File: src/rtl/ssc_pkg.sv
package ssc_pkg;

  localparam longint unsigned PPM_SCALE = 1000000;

  // fixed-point code for a fraction given in parts per million
  function automatic longint unsigned ppm_to_code(input longint unsigned ppm,
                                                  input int unsigned frac_bits);
    return (ppm << frac_bits) / PPM_SCALE;
  endfunction

  typedef enum logic {
    SWEEP_RISE = 1'b0,
    SWEEP_FALL = 1'b1
  } sweep_dir_e;

endpackage

File: src/rtl/ssc_phase_ctr.sv
module ssc_phase_ctr #(
  parameter int HALF_LOG2 = 8
) (
  input  logic                 clk,
  input  logic                 rst,
  input  logic                 run,
  output logic [HALF_LOG2:0]   ramp
);
  import ssc_pkg::*;

  localparam int PH_W = HALF_LOG2 + 1;
  localparam logic [HALF_LOG2:0] HALF = PH_W'(1) << HALF_LOG2;

  logic [PH_W-1:0] phase;
  sweep_dir_e      dir;
  logic [HALF_LOG2:0] pos;

  always_ff @(posedge clk) begin
    if (rst || !run) phase <= '0;
    else             phase <= phase + 1'b1;
  end

  assign dir = phase[HALF_LOG2] ? SWEEP_FALL : SWEEP_RISE;
  assign pos = {1'b0, phase[HALF_LOG2-1:0]};

  always_comb begin
    if (dir == SWEEP_FALL) ramp = HALF - pos;
    else                   ramp = pos;
  end


  phase_wrap_chk: assert property (@(posedge clk) disable iff (rst)
    (run && phase == '1) |=> (phase == '0));


  ramp_step_chk: assert property (@(posedge clk) disable iff (rst)
    (phase != '0) |-> (((ramp > $past(ramp)) ? (ramp - $past(ramp))
                                             : ($past(ramp) - ramp)) == PH_W'(1)));


  phase_clear_chk: assert property (@(posedge clk) disable iff (rst)
    !run |=> (phase == '0));

endmodule

File: src/rtl/ssc_depth_scale.sv
module ssc_depth_scale #(
  parameter int          M_W           = 9,
  parameter int          FRAC_W        = 16,
  parameter int          HALF_LOG2     = 8,
  parameter int unsigned DEPTH_CODE    = 327,
  parameter bit          ROUND_NEAREST = 1'b0
) (
  input  logic [M_W-1:0]        m_val,
  input  logic [HALF_LOG2:0]    ramp,
  output logic [M_W+FRAC_W-1:0] value
);
  localparam int OUT_W = M_W + FRAC_W;
  localparam int PW    = M_W + FRAC_W + HALF_LOG2 + 1;
  localparam logic [HALF_LOG2:0] HALF = (HALF_LOG2+1)'(1) << HALF_LOG2;

  logic [HALF_LOG2:0] gap;
  logic [PW-1:0]      prod;
  logic [PW-1:0]      dip;
  logic [OUT_W-1:0]   nominal;

  assign gap     = HALF - ramp;
  assign prod    = PW'(m_val) * PW'(DEPTH_CODE) * PW'(gap);
  assign nominal = {m_val, {FRAC_W{1'b0}}};

  generate
    if (ROUND_NEAREST) begin : g_round
      assign dip = (prod + (PW'(1) << (HALF_LOG2 - 1))) >> HALF_LOG2;
    end else begin : g_trunc
      assign dip = prod >> HALF_LOG2;
    end
  endgenerate

  assign value = nominal - dip[OUT_W-1:0];


  scale_ceiling_chk: assert final (value <= nominal);

endmodule

File: src/rtl/ssc_triangle_gen.sv
module ssc_triangle_gen #(
  parameter int          M_W           = 9,
  parameter int          FRAC_W        = 16,
  parameter int          HALF_LOG2     = 8,
  parameter int unsigned SPREAD_PPM    = 5000,
  parameter int unsigned LIMIT_PPM     = 6000,
  parameter bit          ROUND_NEAREST = 1'b0
) (
  input  logic                    clk,
  input  logic                    rst,
  input  logic                    ssc_en,
  input  logic [M_W-1:0]          m_nom,
  output logic [M_W+FRAC_W-1:0]   div_q
);
  import ssc_pkg::*;

  localparam int          OUT_W = M_W + FRAC_W;
  localparam int          LW    = OUT_W + FRAC_W + 1;
  localparam int unsigned DCODE = int'(ppm_to_code(SPREAD_PPM, FRAC_W));
  localparam int unsigned LCODE = int'(ppm_to_code(LIMIT_PPM, FRAC_W));

  logic [HALF_LOG2:0] ramp;
  logic [OUT_W-1:0]   swept;

  ssc_phase_ctr #(.HALF_LOG2(HALF_LOG2)) u_phase (
    .clk  (clk),
    .rst  (rst),
    .run  (ssc_en),
    .ramp (ramp)
  );

  ssc_depth_scale #(
    .M_W           (M_W),
    .FRAC_W        (FRAC_W),
    .HALF_LOG2     (HALF_LOG2),
    .DEPTH_CODE    (DCODE),
    .ROUND_NEAREST (ROUND_NEAREST)
  ) u_scale (
    .m_val (m_nom),
    .ramp  (ramp),
    .value (swept)
  );

  always_ff @(posedge clk) begin
    if (rst || !ssc_en) div_q <= {m_nom, {FRAC_W{1'b0}}};
    else                div_q <= swept;
  end


  no_overshoot_chk: assert property (@(posedge clk) disable iff (rst)
    ssc_en |=> (div_q <= {$past(m_nom), {FRAC_W{1'b0}}}));


  depth_limit_chk: assert property (@(posedge clk) disable iff (rst)
    ssc_en |=> ((LW'(div_q) + LW'($past(m_nom)) * LW'(LCODE))
                >= (LW'($past(m_nom)) << FRAC_W)));


  off_nominal_chk: assert property (@(posedge clk) disable iff (rst)
    !ssc_en |=> (div_q == {$past(m_nom), {FRAC_W{1'b0}}}));


  start_bottom_chk: assert property (@(posedge clk) disable iff (rst)
    $rose(ssc_en) |=> ((LW'(div_q) + LW'($past(m_nom)) * LW'(DCODE))
                       == (LW'($past(m_nom)) << FRAC_W)));

endmodule

File: config.mk
export PLATFORM = sky130hd
export DESIGN_NAME = ssc_triangle_gen
export DESIGN_NICKNAME = d
export VERILOG_FILES = /design/src/rtl/ssc_pkg.sv /design/src/rtl/ssc_phase_ctr.sv /design/src/rtl/ssc_depth_scale.sv /design/src/rtl/ssc_triangle_gen.sv
export SDC_FILE = /design/constraint.sdc
export NUM_CORES = 1
export LEC_CHECK = 0
export BUFFER_PORTS_ARGS = -buffer_cell sky130_fd_sc_hd__buf_4
export CORE_MARGIN = 2
export CORE_UTILIZATION = 55
export CTS_CLUSTER_DIAMETER = 30
export DETAILED_ROUTE_END_ITERATION = 7
export PLACE_DENSITY = 0.72
export RECOVER_POWER = 50
export SLEW_MARGIN = 30
export SYNTH_ARGS = -nofsm -noshare
export SYNTH_HDL_FRONTEND = slang
export SYNTH_HIERARCHICAL = 1
export SYNTH_SLANG_ARGS = --single-unit
File: constraint.sdc
create_clock -name clk -period 12.6 [get_ports clk]
set_input_delay 1.26 -clock clk [delete_from_list [all_inputs] [get_ports clk]]
set_output_delay 1.26 -clock clk [all_outputs]
set_load 0.1 [all_outputs]
== After elaboration in Yosys (flattened, before gate mapping) ==
Index checks and enable logic that the tools add are counted.
Storage, ports and cells
  bits in registers: 34
  bits in latches: 0
  bits in writable memories: 0
  bits in read-only memories: 0
  bits of input ports: 12
  output and inout bits: 25
  word-level logic and storage cells: 14
  memories kept: 0
Operators by class
  add/sub/neg operators: 4
  $mul: 2
  divide/modulo/power cells: 0
  magnitude comparators: 0
  equal/unequal tests: 0
  shift operators: 0
  multiplexer cells: 3
  bitwise logic cells: 0
  reduce and logical (&&, ||, !) cells: 2
Operator list (count)
  $mul 18x9->27: 1
  $mux 25: 1
  $sub 25x19->25: 1
  $mul 9x9->18 const B: 1
  $add 9x1->9 const B: 1
  $mux 9: 1
  $sub 9x8->9 const A: 1
  $sub 9x9->9 const A: 1
  $logic_not 1->1: 1
  $logic_or 1x1->1: 1
  $mux 1: 1

== Logic depth before layout (Yosys ltp) ==
Gate-level depths: netlist of run 1.
  word-level depth: 6
  depth in mapped cells: 43
  gate-level depth less buffers: 42

== Hierarchy ==
Netlist of run 1, hierarchy kept.
By module, submodules not included
  ssc_depth_scale: times used 1, cells each 876, area each 7408.4 um^2, seq. area each 0.0 um^2
  ssc_triangle_gen: times used 1, cells each 54, area each 760.7 um^2, seq. area each 500.5 um^2
  ssc_phase_ctr: times used 1, cells each 67, area each 554.3 um^2, seq. area each 180.2 um^2

== Worst setup path after synthesis of run 1 ==
No wires, ideal clock.
  path type: input port to flip-flop
  start: input port m_nom[6]
  end: register div_q[24]
  library setup time: 0.121 ns
  arrival: 10.680 ns
  data required time: 12.479 ns
  setup slack: 1.799 ns
  cell stages on the path: 40
  buffers on the path: 1
  cell sequence: inv_1 fa_1 inv_1 ha_1 ha_1 inv_1 fa_1 inv_1 ha_1 a21oi_1 o21bai_1 a21oi_1 o21bai_1 a211o_1 a2111o_1 a21oi_1 nor3b_1 fa_1 (+4 left out) inv_1 ha_1 clkbuf_1 a2111oi_0 nand2_1 a2bb2oi_2 a21oi_1 o21ai_0 a311oi_1 xnor2_1 ha_1 inv_1 nor2_1 nor2_1 and3_1 o311ai_1 xnor2_1 mux2_2
On the way
  longest elaborated chain between the ends: 4
RTL lines
  start: declaration: line ssc_triangle_gen.sv:12  | input logic [M_W-1:0] m_nom,
  $mul 9x9->18: line ssc_depth_scale.sv:22  | assign prod = PW'(m_val) * PW'(DEPTH_CODE) * PW'(gap);
  $mul 18x9->27: line ssc_depth_scale.sv:22
  $sub 25x19->25 (*): line ssc_depth_scale.sv:33  | assign value = nominal - dip[OUT_W-1:0];
  net swept[24]: line ssc_triangle_gen.sv:23  | logic [OUT_W-1:0] swept;
  $mux 25 (*): line ssc_triangle_gen.sv:45  | if (rst || !ssc_en) div_q <= {m_nom, {FRAC_W{1'b0}}};
  end signal: assignment: line ssc_triangle_gen.sv:45
  end signal: assignment: line ssc_triangle_gen.sv:46  | else div_q <= swept;
  end: declaration: line ssc_triangle_gen.sv:13  | output logic [M_W+FRAC_W-1:0] div_q
The timed path passes the listed nets; every way through them passes the cells marked *.
A chain may end at the register's enable or synchronous reset.

== Worst setup path in the final report of run 1 ==
Same ends and word-level chain as after synthesis.

==> metrics.cfg, run 1 <==
[layout]
area_growth_pct = 5.393
antenna_cells = 0
regArea_um2 = 680.7
nFillCells = 1428
multi_input_area_um2 = 7222
layout-drive-gt1-share = 0.05847
final_common_cell = inv_1
mostFrequentLayoutCells = 182 x inv_1, 128 x fa_1, 109 x ha_1
fin_nets = 1259

[timing]
rsz0062_at_grt = false
slew_headroom = 0.2209
period_share = 0.9146
fin_setup_tns_ps = 0
finalMaxSlewViolations = 0
tightest_slew_ps = 1174
finalSetupViolCount = 0
skew_ps = 6.574
max_freq_ghz = 0.08678
finalHoldViolCount = 0
period_minus_slack_ps = 11520

[worst_setup_path]
crit_family = adder cells
critPathArrivalTime_ps = 11710
crit_path_max_incr_delay_ps = 590
start_kind = input port
timing_worst_setup_path_type = input port to register
critPathCaptureType = register
critPathMaxFanout = 9
cp.required_ps = 12780
cpMostUsedCell = inv_1
crit_buf_inv = 8
cpMaxStageDelayCell = a2111oi_0

[floorplan]
die_x_um = 129.9
core_um2 = 15710
io_pins = 37
start_util = 0.5552
fp.dieH_um = 129.9
fp-row-count = 46
fp.dieArea_um2 = 16880

[clocking]
post_cts_buffers = 0
clock_latency_ps = 290
path_clk_slew_ps = 60
cts_tree = done
cts_resized = 0
hold_buffers = 0
htree_levels = 2
numCtsBuffers = 5
root_buffer = clkbuf_16
clockBufferDepth = 2
cts.sinks = 34

[logic_synthesis]
synth_area_um2 = 8723
ys_warn_count = 6
synth_edf_count = 0
ys_ff_latch = 34
ys.flop_type = dfxtp_1
synth_fp_nets = 1246
synthDistinctLibCells = 80
synthArstFlopShare = 0
syn_inst = 997
avgSynthCellArea_um2 = 8.750
ys_seq_area_frac = 0.07803

[routing]
vias = 6812
drc = 0
wire_per_inst_um = 14.92
finalWirelength_um = 18280
via_per_inst = 5.561
drt.antenna.violating_nets = 0
drtIter0Drc = 407
firstDrtPassIters = 5

[global_routing]
grt_start_max_net_pins = 26
gr-total-overflow = 0
track_usage = 0.2363
antenna_found_initial = 0
grt_pass1_wl_um = 31720
grt_pass1_vias = 6873

[status]
status = finished, final reports clean

[place]
finalWeightedCongestion = 0.8910
io_buffers = 36
place_hpwl_um = 15000

[flow_run]
maxCapViolations = 0

[worst_hold_path]
min_path_type = register to register

-- layer usage --
layer / wire length [um] / vias to the layer above / global-route usage
li1: - / 3215 / -
met5: 0 / - / 0
met4: 412 / 0 / 0.07527
met3: 773 / 28 / 0.02501
met2: 9438 / 178 / 0.4349
met1: 7650 / 3391 / 0.2902
-- layout make-up --
class / count / area share
Clock buffer: 6 / 0.01511
Timing Repair Buffer: 37 / 0.02164
Inverter: 182 / 0.07431
Tap cell: 216 / 0.02940
Multi-Input combinational cell: 750 / 0.7855
Sequential cell: 34 / 0.07403
-- worst register-to-register path: cells and delay by family, from the launching register on --
kind / cells / cell delay (ps)
compound gates: 7 / 1690
xor+xnor: 4 / 1090
fa+ha+maj: 7 / 3180
buf+inv: 5 / 370
flops: 1 / 980
mux: 1 / 260
simple gates: 11 / 2350
-- sequential cells by signal, indices dropped and copies added, names as in the netlist --
register,cells
div_q,25
u_phase/phase,9
-- cells in the mapped netlist, types with 4 or more instances --
master	number	share of area
fa_1	128	0.29
and2_1	51	0.037
o21bai_1	5	0.0043
nor2b_1	6	0.0043
xnor2_1	47	0.047
nand2_1	76	0.033
a21oi_1	35	0.020
inv_1	182	0.078
dfxtp_1	34	0.078
nor2_1	87	0.037
mux2_2	5	0.0065
nand3b_1	4	0.0034
or3_1	7	0.0050
clkbuf_1	22	0.0095
nand3_1	15	0.0086
nor3b_1	6	0.0052
nor3_1	14	0.0080
xor2_1	30	0.030
mux2_4	4	0.0069
a21o_1	10	0.0086
and3_1	5	0.0036
nand4_1	5	0.0036
ha_1	109	0.16
o21ai_0	16	0.0092
nor4_1	5	0.0036
o21ai_1	4	0.0023
-- kinds of logic after synthesis --
group	synth area share
DFF	0.07803
muxes	0.01822
AOI/OAI and AO/OA	0.09940
and+or+nand+nor	0.1793
xor gates and xnor gates	0.07917
buffers and inverters	0.09581
adders and majority gates	0.4501
-- final timing paths --
path	start	endpoint	slack, ps	depth (start not counted)
worst max-delay path	m_nom[6]	div_q[24]$_DFF_P_	1080	40
worst min-delay path	u_phase/phase[7]$_SDFF_PP0_	u_phase/phase[7]$_SDFF_PP0_	570	2
worst max register to register	u_phase/phase[0]$_SDFF_PP0_	div_q[24]$_DFF_P_	2580	35
worst min register to register	u_phase/phase[7]$_SDFF_PP0_	u_phase/phase[7]$_SDFF_PP0_	570	2
-- through the flow --
stage | utilization | hold WS, ps | instance area, um^2 | instances | setup WS [ps]
final | 0.5851 | 569.2 | 9194 | 1225 | 1076
after global routing | 0.5851 | 619.4 | 9194 | 1225 | 349.6
after detailed placement | 0.5808 | 555.2 | 9126 | 1219 | 785.2
after global placement | 0.5803 | 537.5 | 9119 | 1219 | 1034
after floorplan | - | 447.9 | 8723 | 997 | 1799
after CTS | 0.5897 | 563.8 | 9265 | 1225 | 1103
Power of run 1 is not shown: default switching activity piles up to over one toggle a cycle in this logic, so the estimate is an artifact.
==> run 2, diff against run 1 <==
--- a/config.mk
+++ b/config.mk
@@ -8,7 +8,7 @@
 export BUFFER_PORTS_ARGS = -buffer_cell sky130_fd_sc_hd__buf_4
 export CORE_MARGIN = 2
 export CORE_UTILIZATION = 55
-export CTS_CLUSTER_DIAMETER = 30
+export CTS_CLUSTER_DIAMETER = 200
 export DETAILED_ROUTE_END_ITERATION = 7
 export PLACE_DENSITY = 0.72
 export RECOVER_POWER = 50
==> constraint.sdc (replaced) <==
create_clock -name clk -period 14.11 [get_ports clk]
set_input_delay 1.411 -clock clk [delete_from_list [all_inputs] [get_ports clk]]
set_output_delay 1.411 -clock clk [all_outputs]
set_load 0.1 [all_outputs]
==> run 2 against run 1 <==
Against the previous run:
- non-clock buffer count unchanged
- worst hold slack worse by 21 ps
- via count down 1.3%
- critical endpoint unchanged
- count of clock-buffer cells in the layout up 1
- wire length up 0.49%
- sequential share of layout area about the same
- sequential cell count unchanged
- global-route usage up 0.072 points
- critical path depth up 3
- first-iteration DRC count down 17%
- final cell count about the same
==> metrics.cfg, run 2 (synthesis results as in run 1) <==
[status]
status = finished, final reports clean

[clocking]
cts_resized = 0  ; unchanged
clockBufferDepth = 2  ; unchanged
cts_tree = done
root_buffer = clkbuf_16
clock_latency_ps = 290  ; about the same
path_clk_slew_ps = 50  ; about the same
htree_levels = 2  ; unchanged
hold_buffers = 0  ; unchanged
post_cts_buffers = 0  ; unchanged
cts.sinks = 34  ; unchanged
numCtsBuffers = 5  ; unchanged

[global_routing]
track_usage = 0.2370  ; +0.0007218
antenna_found_initial = 0  ; unchanged
grt_pass1_vias = 6696  ; -2.6%
grt_start_max_net_pins = 26  ; unchanged
gr-total-overflow = 0  ; unchanged
grt_pass1_wl_um = 31680  ; -0.13%

[layout]
top_regs = div_q (25), u_phase/phase (9)
antenna_cells = 0  ; unchanged
layout-drive-gt1-share = 0.05941  ; +0.0009322
nFillCells = 1438  ; +0.70%
mostFrequentLayoutCells = 182 x inv_1, 128 x fa_1, 109 x ha_1
area_growth_pct = 5.422  ; about the same
largest-register = div_q
largest_reg_flops = 25  ; unchanged
final_common_cell = inv_1
fin_nets = 1259  ; unchanged

[routing]
wire_per_inst_um = 14.98  ; +0.41%
drtIter0Drc = 339  ; -17%
via_per_inst = 5.483  ; -1.4%
vias = 6722  ; -1.3%
drt.antenna.violating_nets = 0  ; unchanged
finalWirelength_um = 18370  ; +0.49%
firstDrtPassIters = 5  ; unchanged
drc = 0  ; unchanged

[floorplan]
core_um2 = 15710  ; unchanged
fp.dieH_um = 129.9  ; unchanged
start_util = 0.5552  ; unchanged
fp-row-count = 46  ; unchanged
fp.dieArea_um2 = 16880  ; unchanged
io_pins = 37  ; unchanged
die_x_um = 129.9  ; unchanged

[timing]
rsz0062_at_grt = false
max_freq_ghz = 0.08570
finalHoldViolCount = 0  ; unchanged
fin_setup_tns_ps = 0  ; unchanged
skew_ps = 4.491  ; -2.083 ps
tightest_slew_ps = 1170  ; -4.070 ps
finalSetupViolCount = 0  ; unchanged
period_share = 0.8269
finalMaxSlewViolations = 0  ; unchanged
slew_headroom = 0.2236  ; +0.002701
period_minus_slack_ps = 11670

[worst_setup_path]
cp.required_ps = 14290  ; +1510 ps
cpMaxStageDelayCell = fa_1
critPathCaptureType = register
timing_worst_setup_path_type = input port to register
critPathArrivalTime_ps = 11850  ; +140 ps
start_kind = input port
crit_path_max_incr_delay_ps = 530  ; -60 ps
critPathMaxFanout = 11  ; +2

[place]
finalWeightedCongestion = 0.8910  ; unchanged
io_buffers = 36  ; unchanged
place_hpwl_um = 15040  ; +0.22%

[flow_run]
maxCapViolations = 0  ; unchanged

[worst_hold_path]
min_path_type = register to register

run 2: cell types whose count changed in the layout (fill, tap and decap cells not counted):
cell | before | now
dfxtp_1 | 34 | 33
clkbuf_1 | 21 | 23
xor2_1 | 30 | 29
dfxtp_2 | 0 | 1
clkbuf_8 | 1 | 0
xor2_2 | 1 | 2
run 2: per-stage QoR:
stage	worst slack [ps]	cells	area, um^2	utilization	hold WS, ps
after floorplan	3158	997	8723	-	447.9
after global placement	2393	1219	9119	0.5803	537.3
after detailed placement	2188	1219	9126	0.5808	540.5
after CTS	2491	1226	9259	0.5893	549.4
after global routing	1786	1226	9196	0.5853	611.4
final	2442	1226	9196	0.5853	548.3
run 2: worst paths after layout:
check | start | to | slack [ps] | depth (start not counted)
min reg2reg | u_phase/phase[7]$_SDFF_PP0_ | u_phase/phase[7]$_SDFF_PP0_ | 550 | 2
max reg2reg | u_phase/phase[0]$_SDFF_PP0_ | div_q[24]$_DFF_P_ | 4340 | 34
max | m_nom[6] | div_q[24]$_DFF_P_ | 2440 | 43
min | u_phase/phase[7]$_SDFF_PP0_ | u_phase/phase[7]$_SDFF_PP0_ | 550 | 2
run 2: cell type report:
class                           count  area (um^2)  share of cell area
Inverter                          182        683.2             0.07429
Clock buffer                        7        132.6             0.01442
Sequential cell                    34        681.9             0.07415
Multi-Input combinational cell    750         7229              0.7861
Timing Repair Buffer               37        198.9             0.02163
Tap cell                          216        270.3             0.02939
run 2: metal layers:
layer  up-vias  GRT usage  wire length, um
li1       3219          -                -
met1      3340     0.2932             7681
met2       143     0.4376             9577
met3        20    0.02788              791
met4         0    0.06325              314
met5         -          0                0
run 2: critical path: cells and delay by family:
family	cells	cell delay (ps)
and+or+nand+nor	4	730
xor gates and xnor gates	2	330
buffers and inverters	8	700
AOI/OAI and AO/OA	17	3910
adders and majority gates	11	4490
muxes	1	260
Power of run 2 is left out for the same reason.
